**config.mk**
```make
export PLATFORM = sky130hd
export DESIGN_NAME = wms_seq
export DESIGN_NICKNAME = d
export VERILOG_FILES = /design/src/rtl/wms_pkg.sv /design/src/rtl/wms_slot_timer.sv /design/src/rtl/wms_data_buf.sv /design/src/rtl/wms_mask_decode.sv /design/src/rtl/wms_seq.sv
export SDC_FILE = /design/constraint.sdc
export NUM_CORES = 1
export LEC_CHECK = 0
export BUFFER_PORTS_ARGS = -buffer_cell sky130_fd_sc_hd__buf_4
export CORE_MARGIN = 2
export CORE_UTILIZATION = 47
export CTS_CLUSTER_SIZE = 24
export DETAILED_ROUTE_END_ITERATION = 8
export PLACE_DENSITY = 0.74
export SYNTH_ARGS = -nofsm -noshare
export SYNTH_HDL_FRONTEND = slang
export SYNTH_SLANG_ARGS = --single-unit
```
**constraint.sdc**
```tcl
create_clock -name clk_i -period 1.7 [get_ports clk_i]
set_input_delay 0.34 -clock clk_i [delete_from_list [all_inputs] [get_ports clk_i]]
set_output_delay 0.34 -clock clk_i [all_outputs]
set_load 0.1 [all_outputs]
```
**src/rtl/wms_pkg.sv**
```systemverilog
package wms_pkg;
  typedef enum logic [1:0] {
    SLOT_NONE  = 2'd0,
    SLOT_MASK  = 2'd1,
    SLOT_XCMD  = 2'd2,
    SLOT_EMPTY = 2'd3
  } slot_kind_e;
endpackage

```
**src/rtl/wms_slot_timer.sv**
```systemverilog
module wms_slot_timer #(
  parameter int RETIRE_DLY = 4,
  parameter int ADDR_W     = 12
) (
  input  logic              clk_i,
  input  logic              rst_ni,
  input  logic              cmd_valid_i,
  input  logic              cmd_wr_i,
  input  logic [ADDR_W-1:0] cmd_addr_i,
  output logic              pending_o,
  output logic              start_o,
  output logic              slot_o,
  output logic [ADDR_W-1:0] slot_addr_o
);
  localparam int CW = (RETIRE_DLY > 1) ? $clog2(RETIRE_DLY) : 1;

  logic [CW-1:0]     cnt_q;
  logic              pend_q;
  logic [ADDR_W-1:0] addr_q;

  assign slot_o      = pend_q && (cnt_q == CW'(RETIRE_DLY - 1));
  assign start_o     = cmd_valid_i && cmd_wr_i && (!pend_q || slot_o);
  assign pending_o   = pend_q;
  assign slot_addr_o = addr_q;

  always_ff @(posedge clk_i or negedge rst_ni) begin
    if (!rst_ni) begin
      pend_q <= 1'b0;
      cnt_q  <= '0;
      addr_q <= '0;
    end else if (start_o) begin
      pend_q <= 1'b1;
      cnt_q  <= '0;
      addr_q <= cmd_addr_i;
    end else if (slot_o) begin
      pend_q <= 1'b0;
    end else if (pend_q) begin
      cnt_q <= cnt_q + 1'b1;
    end
  end

  p_cnt_bound_r2: assert property (@(posedge clk_i) disable iff (!rst_ni)
    pend_q |-> (int'(cnt_q) < RETIRE_DLY));
endmodule

```
**src/rtl/wms_data_buf.sv**
```systemverilog
module wms_data_buf #(
  parameter int LANE_BYTES = 8
) (
  input  logic                      clk_i,
  input  logic                      rst_ni,
  input  logic                      start_i,
  input  logic                      pending_i,
  input  logic                      slot_i,
  input  logic                      data_valid_i,
  input  logic [8*LANE_BYTES-1:0]   data_lo_i,
  input  logic [8*LANE_BYTES-1:0]   data_hi_i,
  output logic                      have_o,
  output logic [16*LANE_BYTES-1:0]  data_o
);
  logic                     have_q;
  logic [16*LANE_BYTES-1:0] data_q;
  logic                     take;

  // first packet inside the open window only
  assign take   = pending_i && !slot_i && !have_q && data_valid_i;
  assign have_o = have_q;
  assign data_o = data_q;

  always_ff @(posedge clk_i or negedge rst_ni) begin
    if (!rst_ni) begin
      have_q <= 1'b0;
      data_q <= '0;
    end else if (start_i) begin
      have_q <= 1'b0;
    end else if (take) begin
      have_q <= 1'b1;
      data_q <= {data_hi_i, data_lo_i};
    end
  end

  p_hold_data_r9: assert property (@(posedge clk_i) disable iff (!rst_ni)
    (have_q && !start_i) |=> $stable(data_q));
endmodule

```
**src/rtl/wms_mask_decode.sv**
```systemverilog
module wms_mask_decode
  import wms_pkg::*;
#(
  parameter int LANE_BYTES = 8
) (
  input  logic                    slot_i,
  input  logic                    sec_valid_i,
  input  logic                    sec_mask_i,
  input  logic [LANE_BYTES-1:0]   mask_lo_i,
  input  logic [LANE_BYTES-1:0]   mask_hi_i,
  output slot_kind_e              kind_o,
  output logic [2*LANE_BYTES-1:0] be_o,
  output logic                    xcmd_o
);
  always_comb begin
    if (!slot_i)          kind_o = SLOT_NONE;
    else if (!sec_valid_i) kind_o = SLOT_EMPTY;
    else if (sec_mask_i)   kind_o = SLOT_MASK;
    else                   kind_o = SLOT_XCMD;
  end

  assign be_o   = (kind_o == SLOT_MASK) ? {mask_hi_i, mask_lo_i} : '1;
  // anything not consumed as a mask is an extended command
  assign xcmd_o = sec_valid_i && (kind_o != SLOT_MASK);
endmodule

```
**src/rtl/wms_seq.sv**
```systemverilog
module wms_seq
  import wms_pkg::*;
#(
  parameter int RETIRE_DLY = 4,
  parameter int ADDR_W     = 12,
  parameter int LANE_BYTES = 8,
  parameter int XOP_W      = 5
) (
  input  logic                     clk_i,
  input  logic                     rst_ni,
  input  logic                     cmd_valid_i,
  input  logic                     cmd_wr_i,
  input  logic [ADDR_W-1:0]        cmd_addr_i,
  input  logic                     data_valid_i,
  input  logic [8*LANE_BYTES-1:0]  data_lo_i,
  input  logic [8*LANE_BYTES-1:0]  data_hi_i,
  input  logic                     sec_valid_i,
  input  logic                     sec_mask_i,
  input  logic [LANE_BYTES-1:0]    sec_mask_lo_i,
  input  logic [LANE_BYTES-1:0]    sec_mask_hi_i,
  input  logic [XOP_W-1:0]         sec_xop_i,
  output logic                     wr_en_o,
  output logic [ADDR_W-1:0]        wr_addr_o,
  output logic [16*LANE_BYTES-1:0] wr_data_o,
  output logic [2*LANE_BYTES-1:0]  wr_be_o,
  output logic                     xop_valid_o,
  output logic [XOP_W-1:0]         xop_o,
  output logic                     err_o
);
  localparam int BE_W = 2 * LANE_BYTES;

  logic                     pending, start, slot, have, xcmd;
  logic [ADDR_W-1:0]        slot_addr;
  logic [16*LANE_BYTES-1:0] buf_data;
  logic [BE_W-1:0]          be;
  slot_kind_e               kind;

  wms_slot_timer #(.RETIRE_DLY(RETIRE_DLY), .ADDR_W(ADDR_W)) u_timer (
    .clk_i, .rst_ni, .cmd_valid_i, .cmd_wr_i, .cmd_addr_i,
    .pending_o(pending), .start_o(start), .slot_o(slot), .slot_addr_o(slot_addr)
  );

  wms_data_buf #(.LANE_BYTES(LANE_BYTES)) u_buf (
    .clk_i, .rst_ni, .start_i(start), .pending_i(pending), .slot_i(slot),
    .data_valid_i, .data_lo_i, .data_hi_i, .have_o(have), .data_o(buf_data)
  );

  wms_mask_decode #(.LANE_BYTES(LANE_BYTES)) u_dec (
    .slot_i(slot), .sec_valid_i, .sec_mask_i,
    .mask_lo_i(sec_mask_lo_i), .mask_hi_i(sec_mask_hi_i),
    .kind_o(kind), .be_o(be), .xcmd_o(xcmd)
  );

  always_ff @(posedge clk_i or negedge rst_ni) begin
    if (!rst_ni) begin
      wr_en_o     <= 1'b0;
      wr_addr_o   <= '0;
      wr_data_o   <= '0;
      wr_be_o     <= '0;
      xop_valid_o <= 1'b0;
      xop_o       <= '0;
      err_o       <= 1'b0;
    end else begin
      wr_en_o     <= slot && have;
      xop_valid_o <= xcmd;
      if (slot && have) begin
        wr_addr_o <= slot_addr;
        wr_data_o <= buf_data;
        wr_be_o   <= be;
      end
      if (xcmd) xop_o <= sec_xop_i;
      if (slot && !have) err_o <= 1'b1;
    end
  end

  p_err_sticky_r8: assert property (@(posedge clk_i) disable iff (!rst_ni)
    err_o |=> err_o);
  p_err_no_commit_r8: assert property (@(posedge clk_i) disable iff (!rst_ni)
    $rose(err_o) |-> !wr_en_o);
  p_xop_unmasked_r5: assert property (@(posedge clk_i) disable iff (!rst_ni)
    (wr_en_o && xop_valid_o) |-> (wr_be_o == '1));
  p_slot_kind_r6: assert property (@(posedge clk_i) disable iff (!rst_ni)
    (kind == SLOT_MASK) |-> !xcmd);
endmodule

```
# After elaboration in Yosys (flattened, before gate mapping)
# Index checks and enable logic that the tools add are counted.
# Widths: inputs -> output; s select.
op_classes:
  addsub: 1
  n_eq_ne: 4
  n_mux: 11
  n_bitwise: 1
  n_reduce_logical: 18
ops:
  columns: ["op", "count"]
  rows:
  - ["$mux 16", 1]
  - ["$mux 2", 6]
  - ["$logic_and 1x1->1", 9]
  - ["$reduce_bool 2->1", 3]
  - ["$mux 1", 4]
  - ["$reduce_and 2->1", 2]
  - ["$logic_not 1->1", 3]
  - ["$add 2x1->2 const B", 1]
  - ["$eq 2x1->1 const B", 1]
  - ["$eq 2x2->1 const B", 1]
  - ["$ne 2x1->1 const B", 1]
  - ["$ne 2x2->1 const B", 1]
  - ["$logic_or 1x1->1", 1]
  - ["$not 1->1", 1]
word_totals:
  register_bits: 308
  in_bits: 168
  out_inout_bits: 164
  word_cells: 47

# Depth between registers and ports, before layout
logic_depth:
  ltp_word: 8
  ltp_mapped: 7
  depth_no_buf: 5

# Hierarchy
# Synthesis repeated with hierarchy kept, for this count alone.
unflattened:
  hier_cells: 683
  area_unflattened_um2: 12399.4
by_module_without_submodules:
  columns: ["mod", "instances", "cells_each", "area_per_inst_um2", "seq_area_each_um2"]
  rows:
  - ["wms_seq", 1, 346, 6617.6, 4103.9]
  - ["wms_data_buf", 1, 275, 4986.0, 3228.1]
  - ["wms_slot_timer", 1, 40, 648.1, 375.4]
  - ["wms_mask_decode", 1, 22, 147.6, 0.0]

# Worst setup path before layout
# No wires, ideal clock.
synth_timing:
  kind: "register -> register"
  from: "register u_timer.cnt_q[0]"
  to: "register u_buf.data_q[107], in the netlist u_buf.data_o[107]"
  setup_time_ps: 125
  t_arrival_ps: 1646
  required_ps: 1575
  slack_ps: -71
  stages_incl_launch_ff: 7
  path_buffers: 2
  period_less_slack_ps: 1771
  path_cell_list: "dfrtp_1 ha_1 nand2b_4 nor3b_4 buf_4 buf_12 mux2_2"
synth_between:
  elab_chain_len: 7
  word_cells_on_any_way: 10
  classes_between: "1 x eq/ne; 1 x bitwise; 8 x reduce/logical"
synth_rtl:
  columns: ["element", "line_no", "source"]
  rows:
  - ["from (decl)", "wms_slot_timer.sv:17", "logic [CW-1:0] cnt_q;"]
  - ["from (signal assigned)", "wms_slot_timer.sv:38", "cnt_q <= cnt_q + 1'b1;"]
  - ["$eq 2x2->1 (*)", "wms_slot_timer.sv:21", "assign slot_o = pend_q && (cnt_q == CW'(RETIRE_DLY - 1));"]
  - ["$logic_and 1x1->1 (*)", "wms_slot_timer.sv:21", null]
  - ["$logic_not 1->1", null, null]
  - ["$logic_and 1x1->1 (3 in a row)", "wms_data_buf.sv:20", "assign take = pending_i && !slot_i && !have_q && data_valid_i;"]
  - ["$reduce_and 2->1 (no source line) (*)", null, null]
  - ["to (signal assigned)", "wms_data_buf.sv:32", "data_q <= {data_hi_i, data_lo_i};"]
  - ["to (decl)", "wms_data_buf.sv:16", "logic [16*LANE_BYTES-1:0] data_q;"]
# Mark *: on every way between the ends. The rest lies on a longest branch, timed or not.
# A chain may end at the register's enable or synchronous reset.

# Worst setup path in the final report
layout_timing:
  from: "register u_timer.cnt_q[1]"
  to: "register u_buf.data_q[17], in the netlist u_buf.data_o[17]"
# Same word-level chain as after synthesis.

==> qor.txt <==
run status: finished, violations left
failing checks: negative setup slack
setup repair after global routing missed its margin: true
fin crit period: 1800 ps
sequential element share of the synthesized area: 66.6%
share of the core filled with cells: 65.7%
Routed Antenna Nets: 0
final weighted congestion in routability-driven placement: 0.796
arrival time at the worst endpoint: 2180 ps
share of post-route cells with drive strength above 1: 42.1%
worst slew pin tran: 523 ps
synthesized-area fraction occupied by xor and xnor cells: 0%
vias per inst: 4.88
startpoint of the most critical setup path: u_timer.cnt_q[1]
area share of and/or/nand/nor cells after synthesis: 15.5%
die area: 25900 um^2
# rows: 57
post-route clock period utilization: 106%
Initial Utilization: 47.8%
net count reported at finish: 1526
met3 capacity usage during global routing: 5.81%
Skew-Pair Late Insertion Delay: 490 ps
CP peak stage delay: 390 ps
depth of the worst register-to-register path: 6
final hold viol count: 0
Post-Syn Nets: 1162
Min-Delay Path Class: primary input to flop
antenna violations before repair: 0
Hold Path Depth: 2
hold wc startpoint: data_lo_i[4]
critical path endpoint category: flop
DRC violation total after the first TritonRoute iteration: 446
clock sink count: 308
met1 usage: 28.5%
wire length of the first global-routing pass: 45.7 mm
sink of the worst hold path: u_buf.data_o[4]
maximum operating frequency: 0.555 GHz
Setup violations, final: 127
post-synthesis to final-layout area growth: 37.6%
worst clock skew on the final layout: 11.3 ps
setup TNS: -8460 ps
maximum number of pins on one net before global-route repair: 81
horizontal die dimension: 161 um
global-route met2 utilization: 36.0%
Worst Path Required: 2070 ps
H-tree depth reported by CTS: 2
pins over their slew limit: 0
element type at the critical path start: flop
largest fanout of any net on the critical path: 21
FF-to-FF Start: u_timer.cnt_q[1]
root cell of the clock tree: sky130_fd_sc_hd__clkbuf_16
Post-Syn Area per Cell: 11.7 um^2
count of inserted antenna diode cells: 0
critical path start-end classification: flop to flop
sequence of cells on the critical path: ha_2, nand2b_4, nor3b_4, buf_6, buf_12, mux2_2
placeable core region: 24200 um^2
post-synthesis mux area share: 14.1%
Most Used Layer, Global Route: met2
Pre-antenna DRT Iters: 4
number of global-route vias before repair: 8636
Mapped Cells: 993
vias after detailed routing: 8315
dominant combinational cell family by area after synthesis: simple AND/OR/NAND/NOR gates
Max-Cap Viols: 0
clock slew seen by the registers of the worst setup and hold paths: 70 ps
reg2reg end: u_buf.data_o[17]
R2R Setup Slk: -100 ps
combined flip-flop and latch cell area: 7710 um^2
I/O pins: 332
Max stage delay cell, worst path: sky130_fd_sc_hd__dfrtp_1
Max clock buf depth: 3
number of warnings reported in the yosys synthesis log: 0
post-DR wirelength/cell: 16.6 um
register bit total from synthesis: 308
Die Ht: 161 um
Syn Std Cell Area: 11600 um^2
number of filler instances in the final layout: 1920
area taken by multi-input logic gates: 3680 um^2
post-synthesis compound-gate area fraction: 0.843%
headroom to the max-slew limit: 65.1%
GRT Resource Usage Total: 21.9%
drt drc: 0
total detailed-routing wirelength: 28.2 mm
TritonCTS clock tree: built
number of buffers inserted during clock tree synthesis: 34
total congestion overflow: 0
Worst Setup Slack, final: -103 ps
adder-cell share of the synthesized area: 0.108%
detailed placer's ending HPWL: 19.6 mm
Port Buf Inserts: 331
Synth cell types: 19
cell families after synthesis:
kind of cell | Yosys count
adders and majority gates | 1
DFF | 308
AOI/OAI and AO/OA | 19
buffers and inverters | 52
and+or+nand+nor | 468
muxes | 145
layer usage:
metal | vias up | part of all wire (%)
li1 | 3889 | -
met1 | 4097 | 42
met2 | 270 | 48
met3 | 59 | 7.4
met4 | 0 | 3.0
met5 | - | 0
through the flow:
| step | hold slack [ps] | area, um^2 | setup WS [ps] | cells |
|---|---|---|---|---|
| after detailed placement | 261 | 14600 | -127 | 1638 |
| after CTS | 45.9 | 15800 | -103 | 1700 |
| after floorplan | 44.4 | 11600 | 0.200 | 993 |
| after global routing | 51.1 | 15900 | -164 | 1703 |
| after global placement | 267 | 14600 | -79.6 | 1638 |
| final | 70.8 | 15900 | -103 | 1703 |
placed cells by master (no fill, tap or decap), drive strengths merged, types with 2 or more instances in the layout:
master and instances:
dfrtp 308, clkinv 4, mux2 145, nand2 459, nor2 2, clkbuf 53
nand3 4, buf 377, o21ai 17, inv 3
cell type report:
class / instances / area share (%)
inverter: 2 / 0.0942
sequential: 308 / 48.4
clock buffer: 53 / 6.75
clock inverter: 5 / 0.196
tap: 324 / 2.54
multi-input combinational: 633 / 23.1
timing repair buffer: 378 / 19.0
critical path: cells and delay by family (launching register included):
family / cells / cell delay (ps)
adder cells (fa/ha/maj): 1 / 200
AND/OR/NAND/NOR: 2 / 340
flip-flops: 1 / 390
multiplexers: 1 / 350
buffers and inverters: 2 / 400
cells in the mapped netlist, drive strengths merged:
| cell type | instances | area (um^2) |
|---|---|---|
| clkbuf | 17 | 63.8 |
| mux2 | 145 | 1630 |
| nand3 | 4 | 20.0 |
| inv | 2 | 7.51 |
| ha | 1 | 12.5 |
| and2b | 1 | 7.51 |
| o21ai | 17 | 85.1 |
| buf | 33 | 268 |
| a21oi | 1 | 5.00 |
| nor3b | 1 | 18.8 |
| nor2 | 2 | 7.51 |
| nand2b | 1 | 13.8 |
| nand2 | 459 | 1720 |
| dfrtp | 308 | 7710 |
| o21bai | 1 | 7.51 |
worst max path at each step:
stage                        endpoint  slack, ps
global placement      u_buf.data_o[1]        -80
finish               u_buf.data_o[17]       -100
global route         u_buf.data_o[80]       -160
CTS                  u_buf.data_o[44]       -100
detailed placement    u_buf.data_o[2]       -130
floorplan           u_buf.data_o[100]        0.2
repair_timing:
| item | 4_1_cts | 5_1_grt |
|---|---|---|
| endpoints found under the hold margin | 32 | 0 |
| gates resized for setup | 27 | 19 |
| setup endpoints to repair | 135 | 240 |
| pin swaps | 0 | 1 |
| cloned | 0 | 0 |
| hold buffers | 1 | 0 |
| setup buffers | 3 | 4 |
state kept, by name, indices dropped and copies added, names as in the netlist:
name	flops
u_buf.data_o	128
u_timer.cnt_q	2
xop_valid_o	1
wr_addr_o	12
wr_en_o	1
xop_o	5
wr_be_o	16
err_o	1
wr_data_o	128
u_timer.pending_o	1
u_buf.have_o	1
u_timer.slot_addr_o	12
Power is not shown: default switching activity piles up to over one toggle a cycle in this logic, so the estimate is an artifact.
